<file path="config.mk">
export PLATFORM = sky130hd
export DESIGN_NAME = reset_cause_rec
export DESIGN_NICKNAME = d
export VERILOG_FILES = /design/src/rtl/rcr_pkg.sv /design/src/rtl/rcr_write_mask.sv /design/src/rtl/rcr_event_merge.sv /design/src/rtl/rcr_flag_store.sv /design/src/rtl/reset_cause_rec.sv
export SDC_FILE = /design/constraint.sdc
export NUM_CORES = 1
export LEC_CHECK = 0
export ABC_AREA = 1
export BUFFER_PORTS_ARGS = -buffer_cell sky130_fd_sc_hd__buf_2
export CAP_MARGIN = 0
export CELL_PAD_IN_SITES_DETAIL_PLACEMENT = 0
export CELL_PAD_IN_SITES_GLOBAL_PLACEMENT = 1
export CORE_MARGIN = 2
export CORE_UTILIZATION = 15
export DETAILED_ROUTE_END_ITERATION = 10
export GPL_TIMING_DRIVEN = 0
export HOLD_SLACK_MARGIN = 0.05
export PLACE_DENSITY_LB_ADDON = 0.25
export SLEW_MARGIN = 20
export SYNTH_ARGS = -nofsm -noshare
export SYNTH_HDL_FRONTEND = slang
export SYNTH_HIERARCHICAL = 1
export SYNTH_SLANG_ARGS = --single-unit
</file>
<file path="constraint.sdc">
create_clock -name clk -period 0.9 [get_ports clk]
set_clock_uncertainty 0.1 [all_clocks]
set_input_delay 0.045 -clock clk [delete_from_list [all_inputs] [get_ports clk]]
set_output_delay 0.045 -clock clk [all_outputs]
set_load 0.005 [all_outputs]
</file>
<file path="src/rtl/rcr_pkg.sv">
package rcr_pkg;
  localparam int CAUSE_N = 6;

  typedef logic [CAUSE_N-1:0] cause_t;

  typedef enum int {
    C_PIN   = 0,
    C_PWR   = 1,
    C_BROWN = 2,
    C_DOG   = 3,
    C_SOFT  = 4,
    C_REG   = 5
  } cause_idx_e;

  localparam int     EXT_IDX  = C_PIN;
  localparam cause_t PWR_INIT = cause_t'(1) << C_PWR;

  // Flags kept after a software write: a zero bit acknowledges (clears).
  function automatic cause_t keep_after_write(cause_t cur, logic we, cause_t wbits);
    return we ? (cur & wbits) : cur;
  endfunction
endpackage

</file>
<file path="src/rtl/rcr_write_mask.sv">
module rcr_write_mask
  import rcr_pkg::*;
(
  input  cause_t cur,
  input  logic   wr_en,
  input  cause_t wr_bits,
  output cause_t kept
);
  always_comb kept = keep_after_write(cur, wr_en, wr_bits);
endmodule

</file>
<file path="src/rtl/rcr_event_merge.sv">
module rcr_event_merge
  import rcr_pkg::*;
(
  input  cause_t kept,
  input  cause_t evt,
  output cause_t nxt,
  output logic   ext_hit
);
  assign ext_hit = evt[EXT_IDX];

  for (genvar i = 0; i < CAUSE_N; i++) begin : g_bit
    if (i == EXT_IDX) begin : g_ext
      assign nxt[i] = evt[i] | kept[i];
    end else begin : g_sticky
      // The external pin wipes every other cause; the others accumulate.
      assign nxt[i] = ~ext_hit & (kept[i] | evt[i]);
    end
  end
endmodule

</file>
<file path="src/rtl/rcr_flag_store.sv">
module rcr_flag_store
  import rcr_pkg::*;
#(
  parameter cause_t INIT = PWR_INIT
) (
  input  logic   clk,
  input  logic   rst_n,
  input  cause_t nxt,
  output cause_t q
);
  always_ff @(posedge clk or negedge rst_n) begin
    if (!rst_n) q <= INIT;
    else        q <= nxt;
  end
endmodule

</file>
<file path="src/rtl/reset_cause_rec.sv">
module reset_cause_rec
  import rcr_pkg::*;
#(
  parameter int DATA_W = 32
) (
  input  logic              clk,
  input  logic              rst_n,
  input  logic [CAUSE_N-1:0] cause_evt,
  input  logic              wr_en,
  input  logic [DATA_W-1:0] wr_data,
  output logic [DATA_W-1:0] rd_data
);
  localparam int RSVD_W = DATA_W - CAUSE_N;

  cause_t flags;
  cause_t wr_kept;
  cause_t flags_nxt;
  logic   ext_hit;

  rcr_write_mask u_wmask (
    .cur    (flags),
    .wr_en  (wr_en),
    .wr_bits(wr_data[CAUSE_N-1:0]),
    .kept   (wr_kept)
  );

  rcr_event_merge u_merge (
    .kept   (wr_kept),
    .evt    (cause_evt),
    .nxt    (flags_nxt),
    .ext_hit(ext_hit)
  );

  rcr_flag_store #(.INIT(PWR_INIT)) u_store (
    .clk  (clk),
    .rst_n(rst_n),
    .nxt  (flags_nxt),
    .q    (flags)
  );

  assign rd_data = {{RSVD_W{1'b0}}, flags};
endmodule

</file>
==> impl_metrics.tcl, run 1 <==
set metrics [dict create \
    synth.avg_cell_area_sq_um 7.51 \
    cts_tree "yes" \
    stdcell_area_sq_um 826 \
    largest_reg_flops 6 \
    regMostFlops "u_store/q" \
    numPortBuffers 20 \
    drc_errors 0 \
    clock_latency_ns 0.24 \
    dp_hpwl_um 821 \
    layout_common_cells "buf_4 (26), conb_1 (26), buf_2 (20)" \
    hp-start "cause_evt[0]" \
    overflow 0 \
    clockBufferDepth 2 \
    cp.required_ns 0.75 \
    cp-end-kind "output pin" \
    place.gp.congestion 0.604 \
    numCtsBuffers 3 \
    drt-total-wl_um 1060 \
    critical_path_buf_inv_count 1 \
    rrSetupSlack_ns -0.08 \
    drive_gt1_share_pct 44.5 \
    fillers 326 \
    hold_viol 6 \
    die_w_um 60.2 \
    yosysWarnings 6 \
    worstReg2RegEnd "u_store/q[1]" \
    h-tree-depth 1 \
    setup_tns_ns -0.345 \
    die_h_um 60.2 \
    place_ws_ns -0.0453 \
    max-vdd-ir-drop_mv 0.632 \
    cp_num_cells 1 \
    wl_per_cell_um 6.50 \
    drtIter0Drc 5 \
    antenna_found_initial 0 \
    stdcell_count 163 \
    whs_endpoint "u_store/q[1]" \
    dp_cells 152 \
    ant_nets 0 \
    layout_min_cycle_time_ns 1.04 \
    coreArea_sq_mm 0.00303 \
    area_growth_pct 74.6 \
    fmax_mhz 959 \
    fin_nets 161 \
    placementRows 20 \
    crit_type "flip-flop to output pin" \
    cts.clk_slew.worst_paths_ns 0.05 \
    grt_pass1_vias 390 \
    r2r-start "u_store/q[1]" \
    finalSetupViolCount 8 \
    placed_area_sq_um 722 \
    critPathMaxFanout 3 \
    arrival_ns 0.90 \
    die_area_sq_mm 0.00362 \
    syn_area_sq_um 473 \
    status "complete, but fails checks" \
    dr.pass1.iters 4 \
    worstPathCellList "buf_2" \
    hp-class "primary input to flip-flop" \
    antenna_cells 0 \
    clockRootBuffer "clkbuf_4" \
    via_count 490 \
    cap_viol_max_count 0 \
    r2r_cells 4 \
    cp_top_family "flip-flops" \
    grt_pass1_wl_um 1600 \
    cts_hold_buf 8 \
    track_usage_pct 5.67 \
    grt_start_max_net_pins 8 \
    failed_checks "negative hold slack, negative setup slack" \
    reg_top3 "u_store/q: 6 flops" \
    syn_inst 63 \
    crit_path_start_kind "flip-flop" \
    crit_path_max_incr_delay_ns 0.55 \
    hold_depth 2 \
    critPathSlowestCell "dfstp_2" \
    drv_slew 0 \
    start_util_pct 15.6 \
    crit_start "u_store/q[1]" \
    hold_ws_ns -0.0943 \
    cts.sinks 6 \
    worst_slack_ns -0.143 \
    power_density_mw_per_mm2 995 \
    leakagePower_uw 0.000500 \
    vias_per_cell 3.01 \
    fin_crit_sh_pct 116 \
    io_pins 73 \
    rsz0062_at_grt "true" \
]
==> routing by layer <==
layer  track usage, %  up-vias  routed length [um]
met3            0.649        0                  86
met1             6.34      208                 399
met4             1.90        0                   0
met5                0        -                   0
li1                 -      253                   -
met2             10.9       29                 575
==> what timing repair did <==
item,CTS,global route
resized for setup,0,2
pin swaps,0,10
buffers inserted,0,0
hold endpoints to repair,12,6
endpoints found under the setup margin,8,12
==> metrics by stage <==
stage,utilization [%],total power (uW)
2_1_floorplan,-,454
3_3_place_gp,23.8,524
3_5_place_dp,23.8,525
4_1_cts,27.4,823
5_1_grt,27.3,872
6_report,27.3,822
==> worst max path at each step <==
stage	endpoint	slack [ns]
2_1_floorplan	u_store/q[1]	-0.01
3_5_place_dp	u_store/q[1]	-0.05
5_1_grt	u_store/q[1]	-0.18
3_3_place_gp	u_store/q[1]	-0.03
4_1_cts	rd_data[1]	-0.13
6_report	rd_data[1]	-0.14
==> cell type report <==
class	count	area (sq um)	share of cell area (%)
multi-input combinational	55	224	27.1
buffer	26	195	23.6
timing repair buffer	27	170	20.6
sequential	6	151	18.3
tap	44	55.1	6.67
clock buffer	4	26.3	3.18
inverter	1	3.75	0.455
==> power by group <==
group          internal, uW  switching [uW]
clock network           168             103
registers               292            15.4
logic                   144            98.8
Power figures use the tool's default switching activity.
==> run 2: changes to the inputs <==
CORE_UTILIZATION = 17   (was 15)
PLACE_DENSITY_LB_ADDON = 0.1   (was 0.25)
clock period = 1.2 ns   (was 0.9 ns; I/O delays follow)
==> run 2 against run 1 <==
Compared with the run above: the flow now finishes without violations; worst hold slack better by 0.15 ns; wire length grew 1.7%; cell count fell by 5.5%.
==> impl_metrics.tcl, run 2 (synthesis results as in run 1) <==
set metrics [dict create \
    fin_crit_sh_pct 86.8 \
    io_pins 73 \
    start_util_pct 17.5 \
    critPathCapture "rd_data[1]" \
    grt_pass1_wl_um 1820 \
    die_h_um 56.7 \
    reg_top3 "u_store/q: 6 flops" \
    ant_nets 0 \
    fmax_mhz 960 \
    clockRootBuffer "clkbuf_4" \
    antenna_cells 0 \
    cap_viol_max_count 0 \
    clock_latency_ns 0.24 \
    drtIter0Drc 3 \
    worstReg2RegEnd "u_store/q[1]" \
    hp-class "primary input to flip-flop" \
    arrival_ns 0.88 \
    layout_min_cycle_time_ns 1.04 \
    critical_path_buf_inv_count 1 \
    antenna_found_initial 0 \
    crit_path_max_incr_delay_ns 0.54 \
    dr.pass1.iters 4 \
    drt-total-wl_um 1080 \
    drv_slew 0 \
    largest_reg_flops 6 \
    placementRows 19 \
    r2r-start "u_store/q[1]" \
    rrSetupSlack_ns 0.24 \
    setup_tns_ns 0 \
    via_count 484 \
    grt_pass1_vias 437 \
    cts_setup_buffers 0 \
    track_usage_pct 7.54 \
    cp_num_cells 1 \
    hold_viol 0 \
    overflow 0 \
    grt_start_max_net_pins 8 \
    die_area_sq_mm 0.00322 \
    r2r_cells 4 \
    finalPower_uw 620 \
    fin_nets 165 \
    power_density_mw_per_mm2 737 \
    ctsResizeCount 0 \
    finalSetupViolCount 0 \
    cp_top_family "flip-flops" \
    cp-end-kind "output pin" \
    critPathSlowestCell "dfstp_2" \
    h-tree-depth 1 \
    final_core_util_pct 31.1 \
    cp.required_ns 1.04 \
    leakagePower_uw 0.000514 \
    regMostFlops "u_store/q" \
    fillers 314 \
    drive_gt1_share_pct 41.5 \
    clockBufferDepth 2 \
    numPortBuffers 20 \
    place.gp.congestion 0.589 \
    coreArea_sq_mm 0.00271 \
    worstPathCellList "buf_2" \
    cts_hold_buf 11 \
    cts.clk_slew.worst_paths_ns 0.05 \
    rsz0062_at_grt "false" \
    stdcell_count 154 \
    crit_type "flip-flop to output pin" \
    cts_tree "yes" \
    layout_common_cells "buf_4 (26), conb_1 (26), buf_2 (20)" \
    numCtsBuffers 3 \
    max-vdd-ir-drop_mv 0.492 \
    area_growth_pct 78.0 \
    dp_hpwl_um 819 \
    dp_cells 139 \
    cts.sinks 6 \
    status "finished clean" \
    wl_per_cell_um 7.00 \
    vias_per_cell 3.14 \
    crit_start "u_store/q[1]" \
    critPathMaxFanout 3 \
    crit_path_start_kind "flip-flop" \
    drc_errors 0 \
    die_w_um 56.7 \
]
## run 2: cell types whose count changed in the layout (fill, tap and decap cells not counted), sizes merged
cell         delta
dlygate4sd3     +4
## run 2: area by class of cell
| cell class | instances | area (sq um) | area share (%) |
|---|---|---|---|
| multi-input cells | 55 | 216 | 25.7 |
| repair buffers | 31 | 210 | 25.0 |
| plain buffers | 26 | 195 | 23.2 |
| flip-flops and latches | 6 | 151 | 18.0 |
| well taps | 31 | 38.8 | 4.61 |
| clock buffers | 4 | 26.3 | 3.12 |
| inverters | 1 | 3.75 | 0.446 |
## run 2: report_power, final
part / leakage, uW / switching (uW) / internal (uW) / total, uW
Sequential: 0.0000714 / 9.86 / 219 / 229
Combinational: 0.000428 / 75.3 / 116 / 191
Clock: 0.0000150 / 74.3 / 126 / 200
Total: 0.000514 / 159 / 461 / 620
## run 2: how the worst min path moves through the flow
stage | endpoint | start | cells past startpoint | slack [ns]
3_3_place_gp | u_store/q[2] | rst_n | 1 | -0.20
4_1_cts | u_store/q[2] | rst_n | 2 | 0.06
6_report | u_store/q[2] | wr_data[2] | 5 | 0.06
2_1_floorplan | u_store/q[0] | rst_n | 0 | -0.34
5_1_grt | u_store/q[5] | rst_n | 2 | 0.07
3_5_place_dp | u_store/q[5] | rst_n | 1 | -0.20
## run 2: metrics by stage
| step | hold WS, ns | setup slack, ns | instance area (sq um) |
|---|---|---|---|
| 2_1_floorplan | -0.336 | 0.272 | 567 |
| 3_5_place_dp | -0.204 | 0.253 | 706 |
| 4_1_cts | 0.0551 | 0.146 | 842 |
| 3_3_place_gp | -0.201 | 0.262 | 706 |
| 6_report | 0.0551 | 0.158 | 842 |
| 5_1_grt | 0.0735 | 0.118 | 842 |
## run 2: metal layers
layer / share of wire [%] / global-route usage [%] / vias to the layer above
li1: - / - / 261
met1: 42 / 9.34 / 191
met2: 45 / 12.1 / 32
met3: 13 / 1.61 / 0
met4: 0 / 3.99 / 0
met5: 0 / 0 / -
